File: src/rtl/fcmp_pkg.sv
package fcmp_pkg;
  localparam int unsigned SEL_W = 3;

  typedef enum logic [SEL_W-1:0] {
    CMP_UNORD = 3'd0,
    CMP_LT    = 3'd1,
    CMP_EQ    = 3'd2,
    CMP_LE    = 3'd3,
    CMP_GT    = 3'd4,
    CMP_NE    = 3'd5,
    CMP_GE    = 3'd6,
    CMP_RSVD  = 3'd7
  } cmp_sel_e;

  typedef struct packed {
    logic nan;
    logic snan;
    logic zero;
  } fclass_t;
endpackage

File: src/rtl/fcmp_class.sv
module fcmp_class
  import fcmp_pkg::*;
#(
  parameter int unsigned EXP_W = 8,
  parameter int unsigned MAN_W = 23,
  localparam int unsigned DATA_W = 1 + EXP_W + MAN_W
) (
  input  logic [DATA_W-1:0] val,
  output fclass_t           cls
);
  logic [EXP_W-1:0] exp_f;
  logic [MAN_W-1:0] man_f;

  always_comb begin
    exp_f     = val[DATA_W-2 -: EXP_W];
    man_f     = val[MAN_W-1:0];
    cls.nan   = (&exp_f) && (|man_f);
    // the top mantissa bit separates quiet from signaling NaNs
    cls.snan  = cls.nan && !man_f[MAN_W-1];
    cls.zero  = (exp_f == '0) && (man_f == '0);
  end
endmodule

File: src/rtl/fcmp_eval.sv
module fcmp_eval
  import fcmp_pkg::*;
#(
  parameter int unsigned DATA_W = 32
) (
  input  logic [SEL_W-1:0]  sel,
  input  logic [DATA_W-1:0] a,
  input  logic [DATA_W-1:0] b,
  input  fclass_t           ca,
  input  fclass_t           cb,
  output logic              res,
  output logic              raise
);
  localparam int unsigned MAG_W = DATA_W - 1;

  logic             any_nan, any_snan, both_zero;
  logic             sa, sb;
  logic [MAG_W-1:0] ma, mb;
  logic             a_lt_b, b_lt_a, a_eq_b;

  // signed-magnitude ordering, NaNs and zero pairs excluded
  function automatic logic lt_sm(input logic sx, input logic sy,
                                 input logic [MAG_W-1:0] mx,
                                 input logic [MAG_W-1:0] my);
    if (sx != sy) return sx;
    if (!sx)      return mx < my;
    return mx > my;
  endfunction

  always_comb begin
    sa        = a[DATA_W-1];
    sb        = b[DATA_W-1];
    ma        = a[MAG_W-1:0];
    mb        = b[MAG_W-1:0];
    any_nan   = ca.nan | cb.nan;
    any_snan  = ca.snan | cb.snan;
    both_zero = ca.zero & cb.zero;
    a_lt_b    = !any_nan && !both_zero && lt_sm(sa, sb, ma, mb);
    b_lt_a    = !any_nan && !both_zero && lt_sm(sb, sa, mb, ma);
    a_eq_b    = !any_nan && (both_zero || (a == b));
  end

  always_comb begin
    res   = 1'b0;
    raise = 1'b0;
    unique case (cmp_sel_e'(sel))
      CMP_UNORD: begin res = any_nan;         raise = any_snan; end
      CMP_LT:    begin res = b_lt_a;          raise = any_nan;  end
      CMP_EQ:    begin res = a_eq_b;          raise = any_snan; end
      CMP_LE:    begin res = a_lt_b | a_eq_b; raise = any_nan;  end
      CMP_GT:    begin res = a_lt_b;          raise = any_nan;  end
      CMP_NE:    begin res = !a_eq_b;         raise = any_snan; end
      CMP_GE:    begin res = !a_lt_b;         raise = any_nan;  end
      default:   begin res = 1'b0;            raise = 1'b0;     end
    endcase
  end
endmodule

File: src/rtl/fcmp_unit.sv
module fcmp_unit
  import fcmp_pkg::*;
#(
  parameter int unsigned EXP_W     = 8,
  parameter int unsigned MAN_W     = 23,
  parameter int unsigned CAUSE_W   = 5,
  parameter int unsigned CAUSE_FPU = 6,
  localparam int unsigned DATA_W   = 1 + EXP_W + MAN_W
) (
  input  logic               clk,
  input  logic               rst_n,
  input  logic               op_valid,
  input  logic [SEL_W-1:0]   op_sel,
  input  logic [DATA_W-1:0]  opnd_a,
  input  logic [DATA_W-1:0]  opnd_b,
  input  logic               fpu_exc_en,
  input  logic               glob_exc_en,
  input  logic               inv_clr,
  output logic [DATA_W-1:0]  res_word,
  output logic               res_valid,
  output logic               inv_sticky,
  output logic               exc_req,
  output logic [CAUSE_W-1:0] cause
);
  localparam int unsigned NOPND = 2;

  // reset: asynchronous assertion, synchronous release
  logic [1:0] rst_sync_q;
  logic       rst_int_n;

  always_ff @(posedge clk or negedge rst_n) begin
    if (!rst_n) rst_sync_q <= '0;
    else        rst_sync_q <= {rst_sync_q[0], 1'b1};
  end
  assign rst_int_n = rst_sync_q[1];

  // operand classification, one classifier per operand
  logic [DATA_W-1:0] opnd [NOPND];
  fclass_t           cls  [NOPND];
  assign opnd[0] = opnd_a;
  assign opnd[1] = opnd_b;

  for (genvar gi = 0; gi < NOPND; gi++) begin : g_cls
    fcmp_class #(.EXP_W(EXP_W), .MAN_W(MAN_W)) u_cls (
      .val (opnd[gi]),
      .cls (cls[gi])
    );
  end

  logic cmp_res, cmp_raise;

  fcmp_eval #(.DATA_W(DATA_W)) u_eval (
    .sel   (op_sel),
    .a     (opnd_a),
    .b     (opnd_b),
    .ca    (cls[0]),
    .cb    (cls[1]),
    .res   (cmp_res),
    .raise (cmp_raise)
  );

  // next-state logic
  logic               inv_hit, exc_fire;
  logic               res_en;
  logic [DATA_W-1:0]  res_d;
  logic               inv_d, exc_d;
  logic [CAUSE_W-1:0] cause_d;

  always_comb begin
    inv_hit  = op_valid & cmp_raise;
    exc_fire = inv_hit & fpu_exc_en & glob_exc_en;
    res_en   = op_valid;
    res_d    = {{(DATA_W-1){1'b0}}, cmp_res};
    inv_d    = inv_sticky;
    if (inv_clr) inv_d = 1'b0;
    if (inv_hit) inv_d = 1'b1;
    exc_d    = exc_fire;
    cause_d  = exc_fire ? CAUSE_W'(CAUSE_FPU) : cause;
  end

  // registers
  always_ff @(posedge clk or negedge rst_int_n) begin
    if (!rst_int_n) begin
      res_word   <= '0;
      res_valid  <= 1'b0;
      inv_sticky <= 1'b0;
      exc_req    <= 1'b0;
      cause      <= '0;
    end else begin
      if (res_en) res_word <= res_d;
      res_valid  <= op_valid;
      inv_sticky <= inv_d;
      exc_req    <= exc_d;
      cause      <= cause_d;
    end
  end

  // assertions
  a_r1_upper_zero: assert property (@(posedge clk) disable iff (!rst_int_n)
    res_valid |-> (res_word[DATA_W-1:1] == '0));

  a_r1_latency: assert property (@(posedge clk) disable iff (!rst_int_n)
    op_valid |=> res_valid);

  a_r8_raise_needs_nan: assert property (@(posedge clk) disable iff (!rst_int_n)
    cmp_raise |-> (cls[0].nan | cls[1].nan));

  a_r8_quiet_snan_only: assert property (@(posedge clk) disable iff (!rst_int_n)
    (cmp_raise && (op_sel == CMP_EQ || op_sel == CMP_NE || op_sel == CMP_UNORD))
      |-> (cls[0].snan | cls[1].snan));

  a_r9_sticky_hold: assert property (@(posedge clk) disable iff (!rst_int_n)
    (inv_sticky && !inv_clr) |=> inv_sticky);

  a_r10_exc_enables: assert property (@(posedge clk) disable iff (!rst_int_n)
    $rose(exc_req) |-> $past(op_valid && fpu_exc_en && glob_exc_en));

  a_r11_cause_code: assert property (@(posedge clk) disable iff (!rst_int_n)
    exc_req |-> (cause == CAUSE_W'(CAUSE_FPU)));

  a_r11_cause_hold: assert property (@(posedge clk) disable iff (!rst_int_n)
    !exc_req |=> (exc_req || $stable(cause)));
endmodule

File: config.mk
export PLATFORM = sky130hd
export DESIGN_NAME = fcmp_unit
export DESIGN_NICKNAME = d
export VERILOG_FILES = /design/src/rtl/fcmp_pkg.sv /design/src/rtl/fcmp_class.sv /design/src/rtl/fcmp_eval.sv /design/src/rtl/fcmp_unit.sv
export SDC_FILE = /design/constraint.sdc
export NUM_CORES = 1
export LEC_CHECK = 0
export ABC_CLOCK_PERIOD_IN_PS = 900
export CAP_MARGIN = 25
export CORE_MARGIN = 4
export CORE_UTILIZATION = 65
export DETAILED_ROUTE_END_ITERATION = 8
export DONT_BUFFER_PORTS = 1
export GPL_TIMING_DRIVEN = 0
export PLACE_DENSITY = 0.87
export SETUP_SLACK_MARGIN = 0.05
export SLEW_MARGIN = 20
export SYNTH_ARGS = -nofsm -noshare
export SYNTH_HDL_FRONTEND = slang
export SYNTH_SLANG_ARGS = --single-unit
File: constraint.sdc
create_clock -name clk -period 0.9 [get_ports clk]
set_clock_uncertainty 0.1 [all_clocks]
set_input_delay 0.18 -clock clk [delete_from_list [all_inputs] [get_ports clk]]
set_output_delay 0.18 -clock clk [all_outputs]
set_load 0.005 [all_outputs]
==> key figures, run 1 <==
Timing
  • Final hold violation count: 0
  • Fin crit period: 2.55 ns
  • Final Worst Setup Slack: -1.65 ns
  • Tcrit/Tclk final: 283%
  • Max Clk Rate: between 300 and 400 MHz
  • Setup violators final: 10
  • Slew Viols, Final: 0
  • WHS: 0.00685 ns
  • RSZ-0062 raised after global routing: yes

Global routing
  • First-pass GRT wire length: 8.65 mm
  • Total GRT Usage: between 30% and 40%
  • Initial antenna violation count: 0
  • Number of global-route vias before repair: 1,953
  • Overflow after GRT: 0
  • Largest net degree at the start of global routing: 11

Routing
  • Final WL: ~8.5 mm
  • Via-to-Cell Ratio: 7.32
  • Residual DRC count: 0
  • Vias after detailed routing: about 2,300
  • Drt first pass iters: 7
  • WL per Instance: 27.4 um
  • Final ANT Viol Nets: 0
  • DRT iter0 DRCs: 317

Floorplanning
  • Chip height: 58.6 um
  • Chip width: a little under 60 um
  • Die area: 3430 sq um
  • Core area: 2450 sq um
  • Top Ports: 113
  • # rows: 18
  • Initial Util: 67.8%

Final layout
  • Fill cells: 64
  • Synthesis-to-layout area growth: 41.1%
  • Net count reported at finish: just under 400
  • Share of layout cells above drive strength 1: 36.4%
  • # diodes: 0

Critical path
  • CP max FO: 4
  • CP endpoint kind: flip-flop
  • Reg2Reg Depth: 1
  • Worst R2R Setup Slack: -0.01 ns
  • Critical path class: in2reg
  • Critical path startpoint category: primary input
  • Worst EP required: 0.97 ns
  • Reg2reg start: cause[1]
  • Reg2reg end: cause[1]
  • Worst Path Arrival: between 2 and 3 ns

Logic synthesis
  • Synth unique cells: 38
  • Yosys warnings: 0
  • Largest area contributor in the netlist: ha_1
  • Syn Area/Cell: between 7 and 8 sq um
  • Largest cells by area after synthesis: ha_1, buf_4, dfrtp_1, inv_1, nand4_1
  • Count leader, synth: buf_4
  • Register area share after synthesis: 10.5%
  • Post-synth ARST share: 100%
  • Post-synth EDFFs: 0
  • Synth Instances: 229
  • Synth Flop Type: dfrtp_1
  • FF+latch count, synth: 7
  • Cell area after synthesis: 1660 sq um
  • Commonest cells in the netlist: buf_4, inv_1, ha_1, nand2_1, a21oi_1
  • Top cell type's share of synthesized area: about a quarter

Clock tree
  • CTS tree: done
  • CTS clock-pin slew for the worst setup and hold paths: 0.07 ns
  • Clock root cell: clkbuf_4
  • Sink Count: 7
  • Clock Latency Late Sink: 0.26 ns
  • H-tree depth: 1
  • Clk buf depth: 2
  • Total CTS buffers: 3

Worst hold path
  • Worst Hold Class: reg2async

Power and ir drop
  • P per Cell Area: ~690 nW/um^2
  • LEAKAGE: 1.12 nW
  • Max VDD drop: 1.04 mV

Place
  • Post-DP HPWL: 3.81 mm
  • GPL Wtd Cong: 0.889
  • Port bufs: 0
  • Placement Setup Slack: -1.57 ns

Flow run
  • Max-Cap Viols: 0

Outcome
  • Outcome: finished, violations left
  • Failing checks: negative setup slack
==> final cells by class <==
| type | count | area, sq um | share of cell area, % |
|---|---|---|---|
| plain buffers | 36 | 278 | 11.8 |
| clock buffers | 4 | 26.3 | 1.12 |
| inverters | 33 | 161 | 6.88 |
| multi-input cells | 186 | 1560 | 66.3 |
| flip-flops and latches | 7 | 175 | 7.46 |
| repair buffers | 14 | 114 | 4.85 |
| well taps | 30 | 37.5 | 1.60 |
==> cell families (layout without fill, tap and decap cells) <==
kind of cell,count (synthesis),after routing,share of synthesized area [%]
xor+xnor,1,1,0.526
flops,7,7,10.5
compound gates,43,43,16.0
simple gates,76,76,25.3
other cells,2,35,0.451
buf+inv,69,87,23.9
fa+ha+maj,31,31,23.3
==> state kept, by name (all words and copies together) (netlist names) <==
register and count:
inv_sticky 1, rst_sync_q 2, res_word 1, res_valid 1
cause 1, exc_req 1
==> critical path, cell delays in order <==
cell,delay [ns]
inv_2,0.02
ha_1,0.29
nand4_1,0.25
nor4_4,0.40
nand2_1,0.12
o311a_1,0.39
o21ai_4,0.11
nand2_1,0.12
a221oi_2,0.45
a2111oi_4,0.11
a21oi_1,0.18
==> what timing repair did <==
item | 4_1_cts | 5_1_grt
endpoints found under the hold margin | 10 | 0
gates resized for setup | 25 | 16
buffers inserted | 9 | 3
pin swaps | 18 | 15
hold buffers | 2 | 0
setup endpoints to repair | 10 | 10
==> placed cells by master (no fill, tap or decap), drive strengths merged <==
cell,count
nor2,13
a31o,1
o22ai,2
a21boi,1
dlygate4sd3,2
nor3b,1
o21a,1
a221oi,2
o21bai,2
inv,33
o31ai,1
xor2,1
nand2,15
a21oi,14
ha,31
a21o,2
and3b,1
conb,35
o311a,1
nand4,13
or2b,1
a211oi,2
nand3b,1
and3,1
or4,1
and2b,3
a2111oi,1
nor4,15
and2,2
nor3,3
a31oi,1
o21ai,12
buf,48
nand3,6
clkbuf,4
dfrtp,7
==> worst max path at each step <==
stage / from / endpoint / slack [ns]
6_report: opnd_a[19] / res_word[0] / -1.65
5_1_grt: opnd_a[20] / res_word[0] / -1.67
4_1_cts: opnd_a[25] / res_word[0] / -1.26
3_5_place_dp: opnd_a[28] / res_word[0] / -1.57
3_3_place_gp: opnd_a[28] / res_word[0] / -1.50
2_1_floorplan: opnd_a[30] / res_word[0] / -1.33
==> through the flow <==
step / power [W] / util (%) / setup TNS [ns] / std cells / cell area (sq um)
final: 0.00162 / 95.6 / -5.05 / 310 / 2350
after global routing: 0.00171 / 95.6 / -5.16 / 310 / 2350
after CTS: 0.00135 / 91.1 / -3.99 / 307 / 2240
after detailed placement: 0.000985 / 81.0 / -4.94 / 292 / 1990
after global placement: 0.000970 / 81.0 / -4.60 / 292 / 1990
after floorplan: 0.000899 / - / -3.64 / 262 / 1950
==> power by group <==
group	internal (W)	switching, W	leakage, nW	total, W
registers	0.000341	0.0000330	0.0856	0.000374
clock network	0.000171	0.000148	0.0150	0.000319
logic	0.000462	0.000467	1.02	0.000928
total	0.000974	0.000648	1.12	0.00162
==> per-layer routing <==
layer / global-route usage (%) / vias up / routed length, um
met5: 0 / - / 0
met4: 19.4 / 0 / 939
met3: 8.11 / 131 / 1220
met2: 61.1 / 312 / 3890
met1: 31.5 / 971 / 2460
li1: - / 855 / -
(Power assumes the default switching activity.)
==> inputs of run 2 (changes only) <==
ABC_AREA = 1   (was not set)
==> run 2 against run 1 <==
The run ends with negative hold slack, negative setup slack left. Flip-flop and latch count did not move. Cell count grew 27%. Routed wire length down 35%. First-iteration DRC count shrank 79%. Fmax increased by 57%. Largest power group unchanged. Critical path depth rose by 4. Worst setup slack better by 0.93 ns. Synthesized cell count increased by 41%. Non-clock buffer count fell by 11.
==> key figures, run 2 <==
Final layout
  • # diodes: 0
  • Max FFs per register: 2
  • Final core utilization: between 90% and 100%
  • Net count reported at finish: 469
  • Top reg by flops: rst_sync_q
  • Synthesis-to-layout area growth: 32.4%
  • Most common cell after layout, fill and taps aside: nand2_1
  • Most frequent cells in the layout: nand2_1, inv_1, buf_4
  • Fill cells: 134
  • Share of layout cells above drive strength 1: 33.0%

Logic synthesis
  • Largest area contributor in the netlist: ha_1
  • Commonest cells in the netlist: nand2_1, inv_1, nor2_1, buf_4, ha_1
  • Count leader, synth: nand2_1
  • Synth Instances: 323
  • Cell area after synthesis: roughly 1900 sq um
  • Largest cells by area after synthesis: ha_1, nand2_1, buf_4, inv_1, nor2_1
  • Synth unique cells: 23
  • Register area share after synthesis: 9.31%
  • Post-synth ARST share: 100%
  • FF+latch count, synth: 7
  • Synth Flop Type: dfrtp_1
  • Post-synth EDFFs: 0
  • Top cell type's share of synthesized area: 20.6%
  • Syn Area/Cell: 5.83 sq um
  • Yosys warnings: 0

Power and ir drop
  • Max VDD drop: 0.736 mV
  • P per Cell Area: ~580 nW/um^2
  • Power, Total: 0.00145 W
  • LEAKAGE: 1.36 nW

Clock tree
  • Clock root cell: clkbuf_4
  • Clock Latency Late Sink: ~0.26 ns
  • Clk buf depth: 2
  • Sink Count: 7
  • CTS tree: done
  • H-tree depth: 1
  • CTS clock-pin slew for the worst setup and hold paths: about 0.060 ns
  • Total CTS buffers: 3
  • Hold_buf cts: 2

Critical path
  • Worst-path cell chain: inv_1 -> ha_1 -> nand2_1 -> nor2_2 -> nand3_1 -> nor2_2 -> nand3_1 -> nand2_1 -> nand3_1 -> nand2_1 -> nand2_1 -> nor2_1 -> nand3_1 -> nand2_1 -> nand2_1
  • Worst R2R Setup Slack: 0.06 ns
  • Crit path buffers/inverters: 1
  • Slowest stage cell, crit path: ha_1
  • Critical path startpoint category: primary input
  • Most used cell, CP: nand2_1
  • CP endpoint kind: flip-flop
  • Crit path max-delay family: simple AND/OR/NAND/NOR gates
  • Critical path class: in2reg
  • Worst Path Arrival: 1.68 ns
  • CP max FO: 2
  • CP peak stage delay: 0.31 ns
  • Worst EP required: ~0.96 ns

Routing
  • Final ANT Viol Nets: 0
  • Residual DRC count: 0
  • Final WL: 5.49 mm
  • Via-to-Cell Ratio: between 5 and 6
  • DRT iter0 DRCs: 67
  • Drt first pass iters: 4
  • WL per Instance: between 10 and 15 um
  • Vias after detailed routing: between 2,000 and 2,500

Place
  • GPL Wtd Cong: 0.771
  • Post-DP HPWL: 3.63 mm
  • Placement Setup Slack: -0.879 ns
  • Port bufs: 0

Timing
  • Slew Viols, Final: 0
  • Fin crit period: 1.62 ns
  • Final Worst Setup Slack: -0.718 ns
  • Setup violators final: 10
  • Final hold violation count: 9
  • Tcrit/Tclk final: 180%
  • WHS: -0.160 ns
  • Max Clk Rate: 618 MHz
  • RSZ-0062 raised after global routing: yes

Global routing
  • Initial antenna violation count: 0
  • First-pass GRT wire length: 6.50 mm
  • Largest net degree at the start of global routing: 7
  • Number of global-route vias before repair: 1,796
  • Overflow after GRT: 0
  • Total GRT Usage: 21.9%

Worst hold path
  • Worst Hold Class: in2reg

Floorplanning
  • Initial Util: approximately two thirds
  • Chip width: 61.8 um
  • Core area: 2760 sq um
  • Chip height: around 62 um
  • Die area: approximately 3800 sq um
  • Top Ports: 113
  • # rows: 19

Outcome
  • Outcome: finished, violations left
  • Failing checks: negative hold slack, negative setup slack

Flow run
  • Max-Cap Viols: 0
==> run 2: cell types whose count changed after synthesis, sizes merged, moves of 3 or more <==
| cell | delta |
|---|---|
| o21ai | -8 |
| inv | +27 |
| nand2 | +72 |
| and2b | -3 |
| nor4 | -15 |
| nor2 | +45 |
| nand4 | -5 |
| nand3 | +6 |
==> run 2: final timing paths <==
path	start	cells past startpoint	endpoint
max in group asynchronous	rst_n	1	rst_sync_q[0]
min reg2reg	rst_sync_q[1]	0	res_valid
min	op_valid	0	res_valid
min in group asynchronous	rst_sync_q[1]	0	res_valid
max reg2reg	cause[1]	1	cause[1]
max	opnd_a[6]	15	res_word[0]
==> run 2: final cells by class <==
cell class	instances	area, sq um	area share (%)
clock buffers	4	26.3	1.05
plain buffers	35	267	10.7
flip-flops and latches	7	175	7.03
repair buffers	4	35.0	1.41
well taps	31	38.8	1.56
inverters	61	254	10.2
multi-input cells	253	1700	68.1
==> run 2: cells by family after synthesis <==
group / Yosys count / share of synthesized area [%]
AO/OA/AOI/OAI: 19 / 5.92
AND/OR/NAND/NOR: 167 / 37.1
adder cells (fa/ha/maj): 31 / 20.6
buffers and inverters: 96 / 26.2
other: 2 / 0.399
XOR/XNOR: 1 / 0.466
flip-flops: 7 / 9.31
==> run 2: through the flow <==
step | area [sq um] | std cells | TNS (ns) | hold slack, ns
2_1_floorplan | 2100 | 356 | -1.62 | -0.216
3_3_place_gp | 2140 | 387 | -2.20 | -0.216
3_5_place_dp | 2140 | 387 | -2.24 | -0.216
4_1_cts | 2290 | 394 | -1.41 | -0.159
5_1_grt | 2490 | 395 | -2.20 | -0.172
6_report | 2490 | 395 | -1.66 | -0.160
==> run 2: layer usage <==
metal	up-vias	share of wire [%]	GRT usage [%]
li1	1009	-	-
met4	0	3.9	5.76
met5	-	0	0
met1	887	31	22.0
met3	23	10	4.55
met2	126	55	44.5
==> run 2: power by group <==
part           internal, W  switching [W]
clock network     0.000170       0.000133
registers         0.000331      0.0000153
logic             0.000394       0.000410
total             0.000895       0.000558
==> run 2: repair_timing <==
action,4_1_cts,5_1_grt
buffers inserted,1,1
endpoints found under the hold margin,11,4
pin swaps,24,41
resized for setup,28,47
setup endpoints to repair,10,10
==> inputs of run 3 (changes only) <==
CORE_UTILIZATION = 40   (was 65)
PLACE_DENSITY = not set   (was 0.87)
SKIP_LAST_GASP = 1   (was not set)
==> run 3 against run 2 <==
First-iteration DRC count grew 4.5%. Hold slack gained 0.045 ns. The flow still finishes with violations (negative hold slack, negative setup slack). Highest routed layer unchanged. Non-clock buffer count shrank 1. Cell count grew 5.1%.
==> key figures, run 3 (synthesized netlist as in run 2, its figures left out) <==
Flow run
  • Max-Cap Viols: 0

Timing
  • Fin crit period: 1.58 ns
  • Final Worst Setup Slack: -0.682 ns
  • RSZ-0062 raised after global routing: yes
  • Max Clk Rate: about 630 MHz
  • WHS: -0.115 ns
  • Slew Viols, Final: 0
  • Setup violators final: 6
  • Final hold violation count: 9
  • Tcrit/Tclk final: 176%

Routing
  • Residual DRC count: 0
  • Final WL: around 4.4 mm
  • Vias after detailed routing: between 1,500 and 2,000
  • WL per Instance: about 11 um
  • Drt first pass iters: 4
  • DRT iter0 DRCs: 70
  • Via-to-Cell Ratio: 4.40
  • Final ANT Viol Nets: 0

Critical path
  • Most used cell, CP: nand2_1
  • Worst-path cell chain: inv_8 -> ha_4 -> nand2_4 -> nor2_4 -> nand4_1 -> nor2_2 -> nand3_1 -> nand2_1 -> nand3_1 -> nand2_1 -> nand2_1 -> nor2_1 -> nand3_1 -> nand2_1 -> nand2_1
  • CP peak stage delay: around 0.26 ns
  • Crit path max-delay family: simple AND/OR/NAND/NOR gates
  • CP max FO: 3
  • Slowest stage cell, crit path: ha_4
  • Worst Path Arrival: 1.59 ns
  • Worst R2R Setup Slack: 0.05 ns
  • CP Depth: 15
  • Critical path startpoint category: primary input
  • Reg2reg start: cause[1]
  • Critical path class: in2reg
  • Worst EP required: 0.91 ns
  • Reg2Reg Depth: 1
  • CP endpoint kind: flip-flop
  • Reg2reg end: cause[1]
  • Crit path buffers/inverters: 1

Floorplanning
  • Die area: 5870 sq um
  • Top Ports: approximately 110
  • # rows: 24
  • Initial Util: between 40% and 50%
  • Core area: 4440 sq um
  • Chip height: about 77 um
  • Chip width: 76.6 um

Final layout
  • Synthesis-to-layout area growth: 34.6%
  • Net count reported at finish: 468
  • Most common cell after layout, fill and taps aside: nand2_1
  • # diodes: 0
  • Share of layout cells above drive strength 1: 33.9%
  • Final instance area: between 2000 and 3000 sq um
  • Most frequent cells in the layout: nand2_1, inv_1, buf_4, conb_1, nor2_1
  • Top reg by flops: rst_sync_q
  • Max FFs per register: 2

Clock tree
  • CTS clock-pin slew for the worst setup and hold paths: 0.04 ns
  • H-tree depth: 1
  • Sink Count: 7
  • Clock root cell: clkbuf_8
  • Clock Latency Late Sink: 0.22 ns
  • CTS tree: done
  • Hold_buf cts: 2
  • Clk buf depth: 2
  • Total CTS buffers: 3

Place
  • Port bufs: 0
  • Placed Area: 2160 sq um
  • Post-DP HPWL: 3.91 mm
  • GPL Wtd Cong: a little under 0.8

Power and ir drop
  • Sw frac: roughly a third
  • Sw Pwr: slightly above 0.0005 W
  • P per Cell Area: 603 nW/um^2
  • Pint: 0.00102 W
  • Sequential share of power: 22.7%
  • Combinational share of power: 48.8%
  • LEAKAGE: approximately 1.4 nW
  • Clk pwr share: 28.5%
  • Power, Total: ~0.0015 W
  • Max VDD drop: 0.519 mV

Worst hold path
  • Min-delay src: op_valid
  • Worst Hold Class: in2reg
  • Worst hold endpoint: res_valid
  • Hold Path Depth: 0

Global routing
  • Total GRT Usage: 14.0%
  • Overflow after GRT: 0
  • First-pass GRT wire length: 7.07 mm
  • Number of global-route vias before repair: 1,777
  • Initial antenna violation count: 0
  • Largest net degree at the start of global routing: 7

Outcome
  • Failing checks: negative hold slack, negative setup slack
  • Outcome: finished, violations left
[run 3: cell types whose count changed in the layout (fill, tap and decap cells not counted), moves of 2 or more]
cell / change
nor2_2: +5
inv_1: -3
clkbuf_4: -3
ha_1: -3
nor2_4: -6
clkbuf_8: +3
ha_4: +3
inv_2: +2
[run 3: area by class of cell]
type / count / area [sq um]
Tap cell: 52 / 65.1
Clock buffer: 4 / 45.0
Multi-Input combinational cell: 253 / 1700
Timing Repair Buffer: 3 / 27.5
Sequential cell: 7 / 175
Buffer: 35 / 267
Inverter: 61 / 256
Fill cell: 457 / 1910
[run 3: repair_timing]
item                                   CTS  global route
resized for setup                       39            34
setup endpoints to repair               10            10
buffers inserted                         1             0
endpoints found under the hold margin   11             4
gates cloned                             0             0
pin swaps                               45            31
[run 3: worst max path at each step]
stage,start,end
final,opnd_a[30],res_word[0]
after global routing,opnd_a[29],res_word[0]
after CTS,opnd_a[28],res_word[0]
after detailed placement,opnd_a[30],res_word[0]
after global placement,opnd_a[30],res_word[0]
after floorplan,opnd_a[30],res_word[0]
[run 3: through the flow]
| stage | setup slack (ns) | util (%) | cells | TNS [ns] | hold WS, ns |
|---|---|---|---|---|---|
| 6_report | -0.682 | 57.0 | 415 | -1.38 | -0.115 |
| 2_1_floorplan | -0.728 | - | 356 | -1.62 | -0.216 |
| 4_1_cts | -0.659 | 53.7 | 415 | -1.52 | -0.116 |
| 5_1_grt | -0.849 | 57.0 | 415 | -1.85 | -0.126 |
| 3_5_place_dp | -0.916 | 48.7 | 408 | -2.50 | -0.216 |
| 3_3_place_gp | -0.898 | 48.7 | 408 | -2.44 | -0.216 |
[run 3: layer usage]
metal / GRT usage, % / up-vias / wire length [um]
li1: - / 1001 / -
met1: 15.5 / 764 / 1600
met2: 26.4 / 57 / 2340
met3: 3.90 / 2 / 410
met4: 2.72 / 0 / 19
met5: 0 / - / 0
[run 3: power by group through the flow]
stage / Combinational (W) / Clock [W] / Sequential (W)
detailed placement: 0.000627 / 0 / 0.000351
global placement: 0.000617 / 0 / 0.000351
floorplan: 0.000551 / 0 / 0.000347
CTS: 0.000686 / 0.000438 / 0.000348
global route: 0.000866 / 0.000468 / 0.000349
finish: 0.000746 / 0.000435 / 0.000347
